--- src/rtl/tdes_pkg.sv ---
package tdes_pkg;
  localparam int BLK_W  = 64;
  localparam int HALF_W = BLK_W / 2;
  localparam int KEY_W  = 56;
  localparam int SUB_W  = 48;
  localparam int NKEYS  = 3;
  localparam int CKEY_W = KEY_W * NKEYS;
  localparam int ROUNDS = 16;
  localparam int RND_W  = $clog2(ROUNDS);
  localparam int PASS_W = $clog2(NKEYS);
  localparam int KBYTES = CKEY_W / 8;

  typedef logic [BLK_W-1:0]  blk_t;
  typedef logic [HALF_W-1:0] half_t;
  typedef logic [KEY_W-1:0]  key_t;
  typedef logic [SUB_W-1:0]  sub_t;

  localparam int IP_T [64] = '{58,50,42,34,26,18,10,2,60,52,44,36,28,20,12,4,
                               62,54,46,38,30,22,14,6,64,56,48,40,32,24,16,8,
                               57,49,41,33,25,17,9,1,59,51,43,35,27,19,11,3,
                               61,53,45,37,29,21,13,5,63,55,47,39,31,23,15,7};
  localparam int FP_T [64] = '{40,8,48,16,56,24,64,32,39,7,47,15,55,23,63,31,
                               38,6,46,14,54,22,62,30,37,5,45,13,53,21,61,29,
                               36,4,44,12,52,20,60,28,35,3,43,11,51,19,59,27,
                               34,2,42,10,50,18,58,26,33,1,41,9,49,17,57,25};
  localparam int E_T [48]  = '{32,1,2,3,4,5,4,5,6,7,8,9,8,9,10,11,12,13,12,13,14,15,16,17,
                               16,17,18,19,20,21,20,21,22,23,24,25,24,25,26,27,28,29,28,29,30,31,32,1};
  localparam int P_T [32]  = '{16,7,20,21,29,12,28,17,1,15,23,26,5,18,31,10,
                               2,8,24,14,32,27,3,9,19,13,30,6,22,11,4,25};
  localparam int PC1_T [56] = '{57,49,41,33,25,17,9,1,58,50,42,34,26,18,10,2,59,51,43,35,27,19,11,3,
                                60,52,44,36,63,55,47,39,31,23,15,7,62,54,46,38,30,22,14,6,
                                61,53,45,37,29,21,13,5,28,20,12,4};
  localparam int PC2_T [48] = '{14,17,11,24,1,5,3,28,15,6,21,10,23,19,12,4,26,8,16,7,27,20,13,2,
                                41,52,31,37,47,55,30,40,51,45,33,48,44,49,39,56,34,53,46,42,50,36,29,32};
  // cumulative left rotation of C/D after each round
  localparam int CUM_T [16] = '{1,2,4,6,8,10,12,14,15,17,19,21,23,25,27,28};

  localparam int S1_T [64] = '{14,4,13,1,2,15,11,8,3,10,6,12,5,9,0,7, 0,15,7,4,14,2,13,1,10,6,12,11,9,5,3,8,
                               4,1,14,8,13,6,2,11,15,12,9,7,3,10,5,0, 15,12,8,2,4,9,1,7,5,11,3,14,10,0,6,13};
  localparam int S2_T [64] = '{15,1,8,14,6,11,3,4,9,7,2,13,12,0,5,10, 3,13,4,7,15,2,8,14,12,0,1,10,6,9,11,5,
                               0,14,7,11,10,4,13,1,5,8,12,6,9,3,2,15, 13,8,10,1,3,15,4,2,11,6,7,12,0,5,14,9};
  localparam int S3_T [64] = '{10,0,9,14,6,3,15,5,1,13,12,7,11,4,2,8, 13,7,0,9,3,4,6,10,2,8,5,14,12,11,15,1,
                               13,6,4,9,8,15,3,0,11,1,2,12,5,10,14,7, 1,10,13,0,6,9,8,7,4,15,14,3,11,5,2,12};
  localparam int S4_T [64] = '{7,13,14,3,0,6,9,10,1,2,8,5,11,12,4,15, 13,8,11,5,6,15,0,3,4,7,2,12,1,10,14,9,
                               10,6,9,0,12,11,7,13,15,1,3,14,5,2,8,4, 3,15,0,6,10,1,13,8,9,4,5,11,12,7,2,14};
  localparam int S5_T [64] = '{2,12,4,1,7,10,11,6,8,5,3,15,13,0,14,9, 14,11,2,12,4,7,13,1,5,0,15,10,3,9,8,6,
                               4,2,1,11,10,13,7,8,15,9,12,5,6,3,0,14, 11,8,12,7,1,14,2,13,6,15,0,9,10,4,5,3};
  localparam int S6_T [64] = '{12,1,10,15,9,2,6,8,0,13,3,4,14,7,5,11, 10,15,4,2,7,12,9,5,6,1,13,14,0,11,3,8,
                               9,14,15,5,2,8,12,3,7,0,4,10,1,13,11,6, 4,3,2,12,9,5,15,10,11,14,1,7,6,0,8,13};
  localparam int S7_T [64] = '{4,11,2,14,15,0,8,13,3,12,9,7,5,10,6,1, 13,0,11,7,4,9,1,10,14,3,5,12,2,15,8,6,
                               1,4,11,13,12,3,7,14,10,15,6,8,0,5,9,2, 6,11,13,8,1,4,10,7,9,5,0,15,14,2,3,12};
  localparam int S8_T [64] = '{13,2,8,4,6,15,11,1,10,9,3,14,5,0,12,7, 1,15,13,8,10,3,7,4,12,5,6,11,0,14,9,2,
                               7,11,4,1,9,12,14,2,0,6,10,13,15,3,5,8, 2,1,14,7,4,10,8,13,15,12,9,0,3,5,6,11};

  // table entries number bits from 1 at the MSB
  function automatic blk_t ip_f(input blk_t x);
    for (int i = 0; i < 64; i++) ip_f[63-i] = x[64-IP_T[i]];
  endfunction

  function automatic blk_t fp_f(input blk_t x);
    for (int i = 0; i < 64; i++) fp_f[63-i] = x[64-FP_T[i]];
  endfunction

  function automatic sub_t e_f(input half_t x);
    for (int i = 0; i < 48; i++) e_f[47-i] = x[32-E_T[i]];
  endfunction

  function automatic half_t p_f(input half_t x);
    for (int i = 0; i < 32; i++) p_f[31-i] = x[32-P_T[i]];
  endfunction

  function automatic key_t pc1_f(input blk_t x);
    for (int i = 0; i < 56; i++) pc1_f[55-i] = x[64-PC1_T[i]];
  endfunction

  function automatic sub_t pc2_f(input key_t x);
    for (int i = 0; i < 48; i++) pc2_f[47-i] = x[56-PC2_T[i]];
  endfunction

  function automatic logic [3:0] sbox_f(input int n, input logic [5:0] b);
    int idx;
    int v;
    idx = {26'd0, b[5], b[0], b[4:1]};
    case (n)
      0: v = S1_T[idx];
      1: v = S2_T[idx];
      2: v = S3_T[idx];
      3: v = S4_T[idx];
      4: v = S5_T[idx];
      5: v = S6_T[idx];
      6: v = S7_T[idx];
      default: v = S8_T[idx];
    endcase
    sbox_f = v[3:0];
  endfunction
endpackage

--- src/rtl/tdes_ctrl.sv ---
module tdes_ctrl
  import tdes_pkg::*;
(
  input  logic              clk_i,
  input  logic              rst_ni,
  input  logic              start_i,
  input  logic              decrypt_i,
  output logic              load_o,
  output logic              busy_o,
  output logic              done_o,
  output logic              dec_o,
  output logic [RND_W-1:0]  rnd_o,
  output logic [PASS_W-1:0] pass_o,
  output logic              last_o
);
  localparam logic [RND_W-1:0]  RND_LAST  = RND_W'(ROUNDS - 1);
  localparam logic [PASS_W-1:0] PASS_LAST = PASS_W'(NKEYS - 1);

  logic              busy_q, done_q, dec_q;
  logic [RND_W-1:0]  rnd_q;
  logic [PASS_W-1:0] pass_q;

  assign load_o = start_i & ~busy_q;
  assign last_o = (rnd_q == RND_LAST);

  always_ff @(posedge clk_i or negedge rst_ni) begin
    if (!rst_ni) begin
      busy_q <= 1'b0;
      done_q <= 1'b0;
      dec_q  <= 1'b0;
      rnd_q  <= '0;
      pass_q <= '0;
    end else begin
      done_q <= 1'b0;
      if (load_o) begin
        busy_q <= 1'b1;
        dec_q  <= decrypt_i;
        rnd_q  <= '0;
        pass_q <= '0;
      end else if (busy_q) begin
        if (last_o) begin
          rnd_q <= '0;
          if (pass_q == PASS_LAST) begin
            busy_q <= 1'b0;
            done_q <= 1'b1;
            pass_q <= '0;
          end else begin
            pass_q <= pass_q + 1'b1;
          end
        end else begin
          rnd_q <= rnd_q + 1'b1;
        end
      end
    end
  end

  assign busy_o = busy_q;
  assign done_o = done_q;
  assign dec_o  = dec_q;
  assign rnd_o  = rnd_q;
  assign pass_o = pass_q;


  done_pulse_chk: assert property (@(posedge clk_i) disable iff (!rst_ni)
    done_q |=> !done_q);

  done_after_last_chk: assert property (@(posedge clk_i) disable iff (!rst_ni)
    (busy_q && last_o && pass_q == PASS_LAST) |=> (done_q && !busy_q));

  pass_range_chk: assert property (@(posedge clk_i) disable iff (!rst_ni)
    busy_q |-> (pass_q <= PASS_LAST));

  start_ignored_chk: assert property (@(posedge clk_i) disable iff (!rst_ni)
    (busy_q && start_i) |=> $stable(dec_q));
endmodule

--- src/rtl/tdes_key_sched.sv ---
module tdes_key_sched
  import tdes_pkg::*;
(
  input  key_t             key_i,
  input  logic [RND_W-1:0] rnd_i,
  input  logic             rev_i,
  output sub_t             sub_o
);
  localparam int HK = KEY_W / 2;

  blk_t                k64;
  key_t                cd;
  logic [RND_W-1:0]    idx;
  logic [5:0]          amt;
  logic [2*HK-1:0]     c2, d2;

  always_comb begin
    // restore byte layout with zero parity bits so the standard PC-1 applies
    for (int b = 0; b < 8; b++) begin
      k64[8*b]      = 1'b0;
      k64[8*b+1 +: 7] = key_i[7*b +: 7];
    end
    cd  = pc1_f(k64);
    idx = rev_i ? ~rnd_i : rnd_i;
    amt = 6'(CUM_T[idx]);
    c2  = {cd[KEY_W-1:HK], cd[KEY_W-1:HK]} << amt;
    d2  = {cd[HK-1:0], cd[HK-1:0]} << amt;
    sub_o = pc2_f({c2[2*HK-1:HK], d2[2*HK-1:HK]});
  end
endmodule

--- src/rtl/tdes_round.sv ---
module tdes_round
  import tdes_pkg::*;
(
  input  half_t l_i,
  input  half_t r_i,
  input  sub_t  k_i,
  input  logic  last_i,
  output half_t l_o,
  output half_t r_o
);
  sub_t  x;
  half_t s, mix;

  always_comb begin
    x = e_f(r_i) ^ k_i;
    for (int n = 0; n < 8; n++) s[31-4*n -: 4] = sbox_f(n, x[47-6*n -: 6]);
    mix = l_i ^ p_f(s);
    // final round of a pass keeps halves unswapped
    l_o = last_i ? mix : r_i;
    r_o = last_i ? r_i : mix;
  end
endmodule

--- src/rtl/tdes_parity.sv ---
module tdes_parity
  import tdes_pkg::*;
(
  input  logic [CKEY_W-1:0] key_i,
  input  logic              en_i,
  output logic              err_o
);
  logic [KBYTES-1:0] bad;

  for (genvar j = 0; j < KBYTES; j++) begin : g_byte
    assign bad[j] = ~^key_i[8*j +: 8];
  end

  assign err_o = en_i & (|bad);
endmodule

--- src/rtl/tdes_engine.sv ---
module tdes_engine
  import tdes_pkg::*;
(
  input  logic          clk_i,
  input  logic          rst_ni,
  input  logic          start_i,
  input  logic          decrypt_i,
  input  logic [63:0]   data_i,
  input  logic [167:0]  key_i,
  input  logic          parity_en_i,
  output logic [63:0]   data_o,
  output logic          done_o,
  output logic          parity_err_o
);
  logic              load, busy, dec, last;
  logic [RND_W-1:0]  rnd;
  logic [PASS_W-1:0] pass;
  logic [PASS_W-1:0] ksel;
  logic              rev;
  key_t              key_cur;
  sub_t              sub;
  half_t             l_q, r_q, l_n, r_n;

  tdes_ctrl i_ctrl (
    .clk_i, .rst_ni, .start_i, .decrypt_i,
    .load_o(load), .busy_o(busy), .done_o, .dec_o(dec),
    .rnd_o(rnd), .pass_o(pass), .last_o(last)
  );

  // encrypt walks K1,K2,K3; decrypt walks K3,K2,K1; middle pass inverts
  assign ksel = dec ? PASS_W'(NKEYS - 1) - pass : pass;
  assign rev  = dec ^ (pass == PASS_W'(1));

  always_comb begin
    case (ksel)
      2'd0:    key_cur = key_i[CKEY_W-1 -: KEY_W];
      2'd1:    key_cur = key_i[CKEY_W-KEY_W-1 -: KEY_W];
      default: key_cur = key_i[KEY_W-1:0];
    endcase
  end

  tdes_key_sched i_ks (.key_i(key_cur), .rnd_i(rnd), .rev_i(rev), .sub_o(sub));

  tdes_round i_rnd (.l_i(l_q), .r_i(r_q), .k_i(sub), .last_i(last), .l_o(l_n), .r_o(r_n));

  always_ff @(posedge clk_i or negedge rst_ni) begin
    if (!rst_ni) begin
      l_q <= '0;
      r_q <= '0;
    end else if (load) begin
      {l_q, r_q} <= ip_f(data_i);
    end else if (busy) begin
      l_q <= l_n;
      r_q <= r_n;
    end
  end

  assign data_o = fp_f({l_q, r_q});

  tdes_parity i_par (.key_i, .en_i(parity_en_i), .err_o(parity_err_o));


  data_hold_chk: assert property (@(posedge clk_i) disable iff (!rst_ni)
    (!busy && !start_i) |=> $stable(data_o));

  parity_gate_chk: assert property (@(posedge clk_i) disable iff (!rst_ni)
    !parity_en_i |-> !parity_err_o);
endmodule

--- config.mk ---
export PLATFORM = sky130hd
export DESIGN_NAME = tdes_engine
export DESIGN_NICKNAME = d
export VERILOG_FILES = /design/src/rtl/tdes_pkg.sv /design/src/rtl/tdes_ctrl.sv /design/src/rtl/tdes_key_sched.sv /design/src/rtl/tdes_round.sv /design/src/rtl/tdes_parity.sv /design/src/rtl/tdes_engine.sv
export SDC_FILE = /design/constraint.sdc
export NUM_CORES = 1
export LEC_CHECK = 0
export ABC_AREA = 1
export BUFFER_PORTS_ARGS = -buffer_cell sky130_fd_sc_hd__buf_2
export CORE_MARGIN = 2
export CORE_UTILIZATION = 45
export CTS_BUF_LIST = sky130_fd_sc_hd__clkbuf_8
export DETAILED_ROUTE_END_ITERATION = 10
export GPL_TIMING_DRIVEN = 1
export MAX_ROUTING_LAYER = met4
export PLACE_DENSITY = 0.67
export SYNTH_ARGS = -nofsm -noshare
export SYNTH_HDL_FRONTEND = slang
export SYNTH_SLANG_ARGS = --single-unit
--- constraint.sdc ---
create_clock -name clk_i -period 4.4 [get_ports clk_i]
set_input_delay 1.1 -clock clk_i [delete_from_list [all_inputs] [get_ports clk_i]]
set_output_delay 1.1 -clock clk_i [all_outputs]
set_load 0.02 [all_outputs]
==> summary.txt <==
Die
  – Die X: 193 um
  – Core box area: 0.0354 mm2
  – Starting Density: 0.454
  – # IOs: 303
  – Die height: 193 um
  – Num rows: 69
  – Die ar.: 0.0372 mm2

GRT
  – Largest net degree at the start of global routing: 74
  – Global-route wire length before repair: 111000 um
  – Initial antenna violation count: 2
  – Grt total ovfl: 0
  – Vias in the first global route: 19929
  – GRT Overall Usage: 0.398

Timing
  – Rel. slew slack: 0.187
  – Final worst setup slack: 0.256 ns
  – Slew @ Worst Pin: 1.22 ns
  – Endpoints failing hold: 0
  – Max Slew Vio Count: 0
  – Final setup violation count: 0
  – Highest clock rate: 241 MHz
  – Final Cycle Share: 0.942
  – Final min period: 4.14 ns
  – Clock skew: 0.0198 ns
  – Unrepaired setup endpoints after global routing: true

Run
  – MaxCap Viol Count: 0

Synth
  – Post-synthesis mux area share: 0.00125
  – Cell area after synthesis: 0.0161 mm2
  – #FFs+latches synth: 73
  – Syn_nets: 3266
  – Synth Area in Compound Gates: 0.0911
  – Largest family of logic cells by synthesized area: simple AND/OR/NAND/NOR gates
  – XOR/XNOR Fraction of Synth Area: 0.0859
  – Synth unique cells: 44
  – Post-synth EDFFs: 0
  – Synth cell count leaders: 1147 x nand2_1, 720 x nand3_1, 212 x inv_1, 128 x nor2_1, 110 x xnor2_1
  – Most area-hungry cell type in the Yosys netlist: nand2_1
  – Yosys Warn Count: 0
  – Synth top area share: 0.268
  – Post-synth ARST share: 1.00
  – Top_reg_cell synth: dfrtp_1
  – Top post-synthesis cells by area: nand2_1 27%, nand3_1 22%, dfrtp_1 11%
  – Count leader, synth: nand2_1
  – Sequential area share after synthesis: 0.114
  – Adder-Cell Fraction of Synth Area: 0.0389
  – Post-Synth Simple-Gate Area: 0.562
  – Post-synthesis cell count: 2979
  – Syn_area_per_cell: 5.39 um2

Clocking
  – Clk slew on worst S/H paths: 0.10 ns
  – TritonCTS clock tree: done
  – Hold-fix buffers at CTS: 0
  – Worst skew pair latency: 0.42 ns
  – CTS HTree Levels: 3
  – CTS buffer count: 9
  – Clk root buf: clkbuf_8
  – Num Clock Sinks: 73
  – Clock Tree Buf Depth: 2

Route
  – Drt first pass iters: 8
  – Vias/cell: 5.88
  – Vias: 21909
  – Top Metal Used: met4
  – DRC: 0
  – Met2 Routed Length: 34300 um
  – Wire per inst: 19.8 um
  – Metal-1 WL: 30000 um
  – Antenna viol nets, final: 0
  – Met3 wire length: 6460 um
  – Wirelength, routed: 74000 um
  – Iter 0 DRT Violations: 2325

Critical path
  – Crit path capture type: register
  – Worst-path maximum fanout: 15
  – FF-to-FF Start: i_ctrl.pass_o[0]$_DFFE_PN0P_
  – Cell mode on critical path: nand2_1
  – Crit path arrival time: 4.44 ns
  – Kind of critical path: reg2reg
  – Max incr delay on CP: 0.43 ns
  – Worst path required time: 4.70 ns
  – Worst Setup SP: i_ctrl.pass_o[0]$_DFFE_PN0P_
  – Highest-delay cell along the critical path: dfrtp_1
  – Critical path startpoint category: register

Final layout
  – Area Growth Syn to Fin: 18.3%
  – Final #Nets: 3549
  – Fraction of layout instances using a drive strength above 1: 0.193

Placement
  – Post-Place Setup Slack: 0.0745 ns
  – HPWL after detailed placement: 58500 um
  – Port bufs: 302
  – GPL Wtd Cong: 1.09

Hold path
  – HP Start: l_q[18]$_DFFE_PN0P_
  – Hold crit path type: reg2reg

Status
  – Status: finished, final reports clean
==> layout make-up <==
cell class / count / area (um2)
fillers: 3764 / 16400
multi-input cells: 2525 / 13000
repair buffers: 404 / 2440
flip-flops and latches: 73 / 1830
inverters: 248 / 953
well taps: 461 / 577
clock buffers: 9 / 124
clock inverters: 7 / 71.3
repair inverters: 1 / 8.76
diodes: 1 / 2.50
==> flip-flops by register name, indices dropped and copies added (netlist names) <==
register and flops:
i_ctrl.busy_o 1, i_ctrl.dec_o 1, i_ctrl.done_o 1, i_ctrl.pass_o 2
i_ctrl.rnd_o 4, l_q 32, r_q 32
==> what timing repair did <==
item                       4_1_cts  5_1_grt
setup buffers                    0        9
setup endpoints to repair        0       64
resized for setup                0      116
==> worst max-delay path, delay by kind of cell (launching register included) <==
family                     cells  cell delay [ns]
adders and majority gates      1             0.29
AOI/OAI and AO/OA              2             0.18
DFF                            1             0.43
buffers and inverters          7             0.74
muxes                          1             0.23
and+or+nand+nor               18             2.15
==> logic make-up (layout without fill, tap and decap cells) <==
| group | Yosys count | after routing |
|---|---|---|
| mux | 2 | 2 |
| other cells | 0 | 1 |
| flops | 73 | 73 |
| simple gates | 2083 | 2084 |
| compound gates | 233 | 233 |
| buf+inv | 382 | 669 |
| xor+xnor | 156 | 156 |
| fa+ha+maj | 50 | 50 |
==> per-layer routing <==
metal / up-vias / global-route usage
met5: - / -
met4: 0 / 0.158
met3: 195 / 0.0501
met2: 1188 / 0.648
met1: 10229 / 0.500
li1: 10297 / -
==> final timing paths <==
path / endpoint / slack, ns / cells past startpoint
setup / recovery: l_q[17]$_DFFE_PN0P_ / 0.26 / 29
hold / removal: l_q[18]$_DFFE_PN0P_ / 0.56 / 2
setup reg to reg: l_q[17]$_DFFE_PN0P_ / 0.26 / 29
hold reg to reg: l_q[18]$_DFFE_PN0P_ / 0.56 / 2
max in group asynchronous: l_q[3]$_DFFE_PN0P_ / 2.84 / 1
min in group asynchronous: l_q[16]$_DFFE_PN0P_ / 0.85 / 1
==> metrics by stage <==
step,instance area (um2),hold WS [ns],instances,utilization,setup TNS [ns]
after floorplan,16100,0.540,2979,-,0
after global placement,18200,0.508,3700,0.515,0
after detailed placement,18200,0.529,3700,0.515,0
after CTS,18400,0.553,3716,0.521,0
after global routing,19000,0.592,3729,0.537,-0.0798
final,19000,0.557,3729,0.537,0
==> placed cells by master (no fill, tap or decap), types with 36 or more instances in the layout <==
master,n
nor2_1,109
o21ai_1,40
dfrtp_1,73
xnor2_1,109
buf_2,301
nand2_1,1130
o211ai_1,38
inv_1,210
inv_2,36
ha_1,43
o21ai_0,64
nand3_1,697
buf_4,87
nand2_2,57
xor2_1,44
Power is not shown: default switching activity piles up to over one toggle a cycle in this logic, so the estimate is an artifact.
